===== src/rtl/pwr_wake_pkg.sv =====
package pwr_wake_pkg;
  localparam int unsigned NUM_SRC = 3;
  localparam int unsigned NUM_PIN = 2;
  localparam int unsigned SRC_PIN  = 0;
  localparam int unsigned SRC_PIN2 = 1;
  localparam int unsigned SRC_BUS  = 2;

  typedef enum logic [1:0] {
    ST_RUN   = 2'd0,
    ST_ENTER = 2'd1,
    ST_SLEEP = 2'd2,
    ST_WAKE  = 2'd3
  } pwr_state_e;
endpackage


===== src/rtl/wake_sync.sv =====
module wake_sync #(
  parameter int unsigned W      = 1,
  parameter int unsigned STAGES = 2
) (
  input  logic         clk_i,
  input  logic         rst_ni,
  input  logic [W-1:0] d_i,
  output logic [W-1:0] q_o
);
  logic [STAGES-1:0][W-1:0] stg_q;

  for (genvar i = 0; i < STAGES; i++) begin : g_stg
    if (i == 0) begin : g_first
      always_ff @(posedge clk_i or negedge rst_ni)
        if (!rst_ni) stg_q[i] <= '0;
        else         stg_q[i] <= d_i;
    end else begin : g_next
      always_ff @(posedge clk_i or negedge rst_ni)
        if (!rst_ni) stg_q[i] <= '0;
        else         stg_q[i] <= stg_q[i-1];
    end
  end

  assign q_o = stg_q[STAGES-1];
endmodule


===== src/rtl/wake_detect.sv =====
module wake_detect
  import pwr_wake_pkg::*;
(
  input  logic [NUM_PIN-1:0] pin_s_i,
  input  logic               bus_s_i,
  input  logic [NUM_SRC-1:0] en_i,
  input  logic [NUM_PIN-1:0] pol_i,
  input  logic               gpio2_i,
  output logic [NUM_SRC-1:0] evt_o
);
  logic [NUM_PIN-1:0] pin_act;

  for (genvar i = 0; i < NUM_PIN; i++) begin : g_pin
    // pol=1 active-high, pol=0 active-low
    if (i == SRC_PIN2) begin : g_muxed
      assign pin_act[i] = ~(pin_s_i[i] ^ pol_i[i]) & ~gpio2_i;
    end else begin : g_plain
      assign pin_act[i] = ~(pin_s_i[i] ^ pol_i[i]);
    end
    assign evt_o[i] = pin_act[i] & en_i[i];
  end

  assign evt_o[SRC_BUS] = bus_s_i & en_i[SRC_BUS];
endmodule


===== src/rtl/pwr_fsm.sv =====
module pwr_fsm
  import pwr_wake_pkg::*;
#(
  parameter int unsigned ENTRY_CYC = 4,
  parameter int unsigned TMO_W     = 8
) (
  input  logic             clk_i,
  input  logic             rst_ni,
  input  logic             pd_req_i,
  input  logic             wake_i,
  input  logic             lock_s_i,
  input  logic [TMO_W-1:0] tmo_i,
  output pwr_state_e       state_o,
  output logic             osc_en_o,
  output logic             pll_en_o,
  output logic             clk_en_o,
  output logic             irq_o
);
  localparam int unsigned EW = (ENTRY_CYC > 1) ? $clog2(ENTRY_CYC) : 1;
  localparam logic [EW-1:0] ECNT_LAST = EW'(ENTRY_CYC - 1);

  pwr_state_e       state_q, state_d;
  logic [EW-1:0]    ecnt_q, ecnt_d;
  logic [TMO_W-1:0] tcnt_q, tcnt_d;
  logic             irq_d;

  always_comb begin
    state_d = state_q;
    ecnt_d  = ecnt_q;
    tcnt_d  = tcnt_q;
    irq_d   = 1'b0;
    unique case (state_q)
      ST_RUN: begin
        if (pd_req_i) begin
          state_d = ST_ENTER;
          ecnt_d  = '0;
        end
      end
      ST_ENTER: begin
        if (wake_i) begin
          state_d = ST_RUN;   // abort entry
          irq_d   = 1'b1;
        end else if (ecnt_q == ECNT_LAST) begin
          state_d = ST_SLEEP;
        end else begin
          ecnt_d = ecnt_q + 1'b1;
        end
      end
      ST_SLEEP: begin
        if (wake_i) begin
          state_d = ST_WAKE;
          tcnt_d  = '0;
        end
      end
      ST_WAKE: begin
        if (lock_s_i || tcnt_q == tmo_i) begin
          state_d = ST_RUN;
          irq_d   = 1'b1;
        end else begin
          tcnt_d = tcnt_q + 1'b1;
        end
      end
      default: state_d = ST_RUN;
    endcase
  end

  always_ff @(posedge clk_i or negedge rst_ni) begin
    if (!rst_ni) begin
      state_q <= ST_RUN;
      ecnt_q  <= '0;
      tcnt_q  <= '0;
      irq_o   <= 1'b0;
    end else begin
      state_q <= state_d;
      ecnt_q  <= ecnt_d;
      tcnt_q  <= tcnt_d;
      irq_o   <= irq_d;
    end
  end

  assign state_o  = state_q;
  assign osc_en_o = (state_q != ST_SLEEP);
  assign pll_en_o = (state_q != ST_SLEEP);
  assign clk_en_o = (state_q == ST_RUN);
endmodule


===== src/rtl/pwr_wake_ctrl.sv =====
module pwr_wake_ctrl
  import pwr_wake_pkg::*;
#(
  parameter int unsigned ENTRY_CYC   = 4,
  parameter int unsigned TMO_W       = 8,
  parameter int unsigned SYNC_STAGES = 2
) (
  input  logic             clk_i,
  input  logic             rst_ni,
  input  logic             pd_req_i,
  input  logic             cfg_we_i,
  input  logic [2:0]       cfg_en_i,
  input  logic [1:0]       cfg_pol_i,
  input  logic             cfg_gpio2_i,
  input  logic [TMO_W-1:0] cfg_tmo_i,
  input  logic [2:0]       stat_clr_i,
  input  logic             wake_pin_i,
  input  logic             wake2_pin_i,
  input  logic             bus_act_i,
  input  logic             pll_lock_i,
  output logic             osc_en_o,
  output logic             pll_en_o,
  output logic             clk_en_o,
  output logic             wake_irq_o,
  output logic [2:0]       status_o
);
  logic [NUM_SRC-1:0] en_q;
  logic [NUM_PIN-1:0] pol_q;
  logic               gpio2_q;
  logic [TMO_W-1:0]   tmo_q;

  always_ff @(posedge clk_i or negedge rst_ni) begin
    if (!rst_ni) begin
      en_q    <= '1;
      pol_q   <= '0;
      gpio2_q <= 1'b0;
      tmo_q   <= '1;
    end else if (cfg_we_i) begin
      en_q    <= cfg_en_i;
      pol_q   <= cfg_pol_i;
      gpio2_q <= cfg_gpio2_i;
      tmo_q   <= cfg_tmo_i;
    end
  end

  logic [NUM_SRC-1:0] src_s;
  logic               lock_s;

  wake_sync #(.W(NUM_SRC), .STAGES(SYNC_STAGES)) u_src_sync (
    .clk_i  (clk_i),
    .rst_ni (rst_ni),
    .d_i    ({bus_act_i, wake2_pin_i, wake_pin_i}),
    .q_o    (src_s)
  );

  wake_sync #(.W(1), .STAGES(SYNC_STAGES)) u_lock_sync (
    .clk_i  (clk_i),
    .rst_ni (rst_ni),
    .d_i    (pll_lock_i),
    .q_o    (lock_s)
  );

  logic [NUM_SRC-1:0] evt;

  wake_detect u_detect (
    .pin_s_i (src_s[NUM_PIN-1:0]),
    .bus_s_i (src_s[SRC_BUS]),
    .en_i    (en_q),
    .pol_i   (pol_q),
    .gpio2_i (gpio2_q),
    .evt_o   (evt)
  );

  pwr_state_e state;

  pwr_fsm #(.ENTRY_CYC(ENTRY_CYC), .TMO_W(TMO_W)) u_fsm (
    .clk_i    (clk_i),
    .rst_ni   (rst_ni),
    .pd_req_i (pd_req_i),
    .wake_i   (|evt),
    .lock_s_i (lock_s),
    .tmo_i    (tmo_q),
    .state_o  (state),
    .osc_en_o (osc_en_o),
    .pll_en_o (pll_en_o),
    .clk_en_o (clk_en_o),
    .irq_o    (wake_irq_o)
  );

  // events only count while the clock is gated for entry or sleep
  logic               trig;
  logic [NUM_SRC-1:0] stat_q;

  assign trig = (state == ST_ENTER) || (state == ST_SLEEP);

  always_ff @(posedge clk_i or negedge rst_ni) begin
    if (!rst_ni) stat_q <= '0;
    else         stat_q <= (stat_q & ~stat_clr_i) | (evt & {NUM_SRC{trig}});
  end

  assign status_o = stat_q;
endmodule


===== config.mk =====
export PLATFORM = sky130hd
export DESIGN_NAME = pwr_wake_ctrl
export DESIGN_NICKNAME = d
export VERILOG_FILES = /design/src/rtl/pwr_wake_pkg.sv /design/src/rtl/wake_sync.sv /design/src/rtl/wake_detect.sv /design/src/rtl/pwr_fsm.sv /design/src/rtl/pwr_wake_ctrl.sv
export SDC_FILE = /design/constraint.sdc
export NUM_CORES = 1
export LEC_CHECK = 0
export BUFFER_PORTS_ARGS = -buffer_cell sky130_fd_sc_hd__buf_2
export CAP_MARGIN = 20
export CORE_ASPECT_RATIO = 1.4
export CORE_MARGIN = 10
export CORE_UTILIZATION = 55
export CTS_CLUSTER_DIAMETER = 40
export DETAILED_ROUTE_END_ITERATION = 16
export HOLD_SLACK_MARGIN = 0.12
export PLACE_DENSITY = 0.79
export REMOVE_ABC_BUFFERS = 1
export SLEW_MARGIN = 0
export SYNTH_ARGS = -nofsm -noshare
export SYNTH_HDL_FRONTEND = slang
export SYNTH_SLANG_ARGS = --single-unit

===== constraint.sdc =====
create_clock -name clk_i -period 3.7 [get_ports clk_i]
set_input_delay 0.185 -clock clk_i [delete_from_list [all_inputs] [get_ports clk_i]]
set_output_delay 0.185 -clock clk_i [all_outputs]
set_load 0.02 [all_outputs]

==> results_dict.tcl <==
set metrics [dict create \
    run_status "finished, final reports clean" \
    floorplan.io_pins 32 \
    layout_area_growth_over_synthesis_pct 23.67 \
    drt-pass1-iter-count 4 \
    grt_pass1_vias 1416 \
    syn_inst 149 \
    dominant_combinational_cell_family_by_area_after_synthesis "multiplexers" \
    synth-edff-count 0 \
    power.share.clock 0.289 \
    post_drt_via_cell_ratio 5.566 \
    grt_remaining_overflow 0 \
    synth_seq_area_share 0.5245 \
    cts.sinks 38 \
    timing_hold_violations_final 0 \
    critPathCaptureType "flop" \
    most_common_cell_after_layout_fill_and_taps_aside "sky130_fd_sc_hd__buf_2" \
    comb_pwr_share 0.329 \
    arithmetic_cell_share_of_the_synthesized_area_counting_full_adders_half_adders_and_majority_gates 0.04762 \
    rsz_0062_raised_after_global_routing "no" \
    maxCapViolations 0 \
    power.switching_uw 495.8 \
    tritoncts_clock_tree "yes" \
    grt_first_pass_wirelength_mm 6.851 \
    h-tree-depth 2 \
    dpl.hpwl_mm 2.908 \
    number_of_nets_at_the_end_of_the_flow 227 \
    timing.final.crit_share 0.5505 \
    p_per_area_nw_per_um2 640.9 \
    routed-via-count 1308 \
    postCtsSetupBuffers 0 \
    postSynth.topFlopCell "sky130_fd_sc_hd__dfrtp_1" \
    fmax_mhz 491.0 \
    worst_hold_path_type "primary input to flop" \
    utilization 0.7214 \
    yosys-top-cells-area "sky130_fd_sc_hd__dfrtp_1 (37%), sky130_fd_sc_hd__dfstp_2 (16%), sky130_fd_sc_hd__mux2_2 (8.6%)" \
    floorplan.die.width_um 68.88 \
    clk_pin_slew_ns 0.08 \
    post_synth_num_cell_types 42 \
    placement.io_buffers 31 \
    yosys.area_share.xor_xnor 0.04762 \
    layout_common_cells "sky130_fd_sc_hd__buf_2 (31), sky130_fd_sc_hd__dfrtp_1 (27), sky130_fd_sc_hd__mux2_2 (14)" \
    initial_utilization 0.5833 \
    worst_skew_pair.late_latency_ns 0.29 \
    post_synth_instance_area_um2 1839 \
    p_sw_frac 0.3401 \
    synthArstFlopShare 1.000 \
    layout_setup_ws_ns 1.663 \
    critical_path_required_ns 3.88 \
    crit_path_start_kind "flop" \
    synth_largest_area_cell "sky130_fd_sc_hd__dfrtp_1" \
    floorplan.die_area_um2 6090 \
    grt_max_degree 39 \
    fp.coreArea_um2 3153 \
    max-slew-margin-rel 0.4523 \
    seq_power_share 0.382 \
    yosys.area_share.simple 0.1136 \
    critical_path_class "flop to flop" \
    detail_route.drc_violations 0 \
    setup_total_negative_slack_ns 0 \
    finClkSkew_ns 0.007781 \
    average_routed_wire_per_standard_cell_um 17.09 \
    register_bit_total_from_synthesis 38 \
    internal_power_uw 962.0 \
    hold_slack_ns 0.1246 \
    synthDominantCellAreaShare 0.3673 \
    cts-root-buf "sky130_fd_sc_hd__clkbuf_8" \
    cp_data_arrival_time_ns 2.21 \
    grt_antenna_before_repair 0 \
    max-vdd-ir-drop_v 0.0004752 \
    place_congestion 0.9190 \
    floorplan.rows 24 \
    post_cts_resized 0 \
    synth.mux.area_fraction 0.1401 \
    drive_above_1_share 0.3929 \
    synth_area_per_cell_um2 12.34 \
    die_height_um 88.42 \
    worst-slew-pin-transition_ns 0.8216 \
    slew_violations 0 \
    synth.yosys.warnings 0 \
    routed_wl_mm 4.016 \
    ant_nets 0 \
    global_route.usage.total 0.1471 \
    cellLeakagePower_uw 0.001054 \
    final-setup-viol-count 0 \
    path_max_fanout 7 \
    final_design_area_no_fill_um2 2275 \
    drt_iter0_markers 76 \
    numCtsBuffers 5 \
    dpl_worst_slack_ns 1.705 \
    ctsLongestPathBuffers 2 \
    synth_compound_gate_area_share 0.09932 \
    fin_crit_ns 2.037 \
    dpl_cell_area_um2 2027 \
    antenna_cells 0 \
]
==> sequential cells by signal, indices dropped and copies added, names as in the netlist, named ones only <==
| signal | flops |
|---|---|
| tmo_q | 8 |
| status_o | 3 |
| gpio2_q | 1 |
| u_fsm.tcnt_q | 8 |
| u_src_sync.q_o | 3 |
| u_fsm.state_o | 1 |
| u_fsm.ecnt_q | 2 |
| u_src_sync.stg_q | 3 |
| u_lock_sync.q_o | 1 |
| en_q | 3 |
| u_fsm.irq_o | 1 |
| u_lock_sync.stg_q | 1 |
| pol_q | 2 |
==> cells in the mapped netlist (all sizes together), types with 4 or more instances <==
library cell,n
nand4,4
o21ai,4
nor2,8
nand3,7
xor2,8
ha,7
mux2i,7
dfstp,11
inv,9
dfrtp,27
a21oi,4
mux2,16
nand2,8
==> layout make-up <==
cell class / count / area [µm²]
flip-flops and latches: 38 / 964.7
fillers: 226 / 878.3
multi-input cells: 99 / 824.5
repair buffers: 42 / 265.3
clock buffers: 5 / 68.82
clock inverters: 3 / 68.82
well taps: 39 / 48.80
inverters: 9 / 33.78
==> worst paths after layout <==
kind,from,to,slack (ns),depth (start not counted)
max reg2reg,u_fsm.state_o[0],u_fsm.tcnt_q[0],1.66,7
min,cfg_tmo_i[6],tmo_q[6],0.12,2
max,u_fsm.state_o[0],u_fsm.tcnt_q[0],1.66,7
min in group asynchronous,rst_ni,u_fsm.tcnt_q[5],0.52,2
max in group asynchronous,rst_ni,gpio2_q,2.67,2
min reg2reg,u_src_sync.stg_q[2],u_src_sync.q_o[2],0.35,0
==> logic make-up (layout without fill, tap and decap cells) <==
family | after synthesis | in the layout
AOI/OAI and AO/OA | 22 | 22
xor gates and xnor gates | 10 | 10
adders and majority gates | 7 | 7
buffers and inverters | 12 | 59
DFF | 38 | 38
muxes | 23 | 23
and+or+nand+nor | 37 | 37
==> worst max-delay path, cell delays in order (launching register included) <==
cell and delay [ns]:
sky130_fd_sc_hd__dfrtp_1 0.42, sky130_fd_sc_hd__inv_1 0.14, sky130_fd_sc_hd__ha_1 0.33, sky130_fd_sc_hd__inv_2 0.08
sky130_fd_sc_hd__mux2_4 0.27, sky130_fd_sc_hd__a41oi_2 0.29, sky130_fd_sc_hd__nand2_2 0.13, sky130_fd_sc_hd__mux2_4 0.27
==> stage by stage <==
step                instances  power, µW
global placement          216       1002
finish                    235       1458
detailed placement        216       1027
CTS                       235       1465
floorplan                 146      890.6
global route              235       1542
==> what timing repair did <==
action                                  4_1_cts  5_1_grt
endpoints found under the hold margin        37        0
hold buffers                                 11        0
endpoints found under the setup margin        0        0
==> layer usage <==
layer	global-route usage	up-vias	wire length, µm
met5	0	-	0
met4	0.08273	0	170
met3	0.04557	15	246
met2	0.2433	45	2054
met1	0.1601	631	1543
li1	-	617	-
==> power groups by stage <==
| stage | clock [µW] | sequential (µW) | combinational [µW] |
|---|---|---|---|
| after detailed placement | 0 | 563 | 465 |
| after global placement | 0 | 558 | 444 |
| after global routing | 445 | 567 | 529 |
| final | 421 | 557 | 480 |
| after floorplan | 0 | 568 | 323 |
| after CTS | 427 | 556 | 482 |
(Power assumes the default switching activity.)
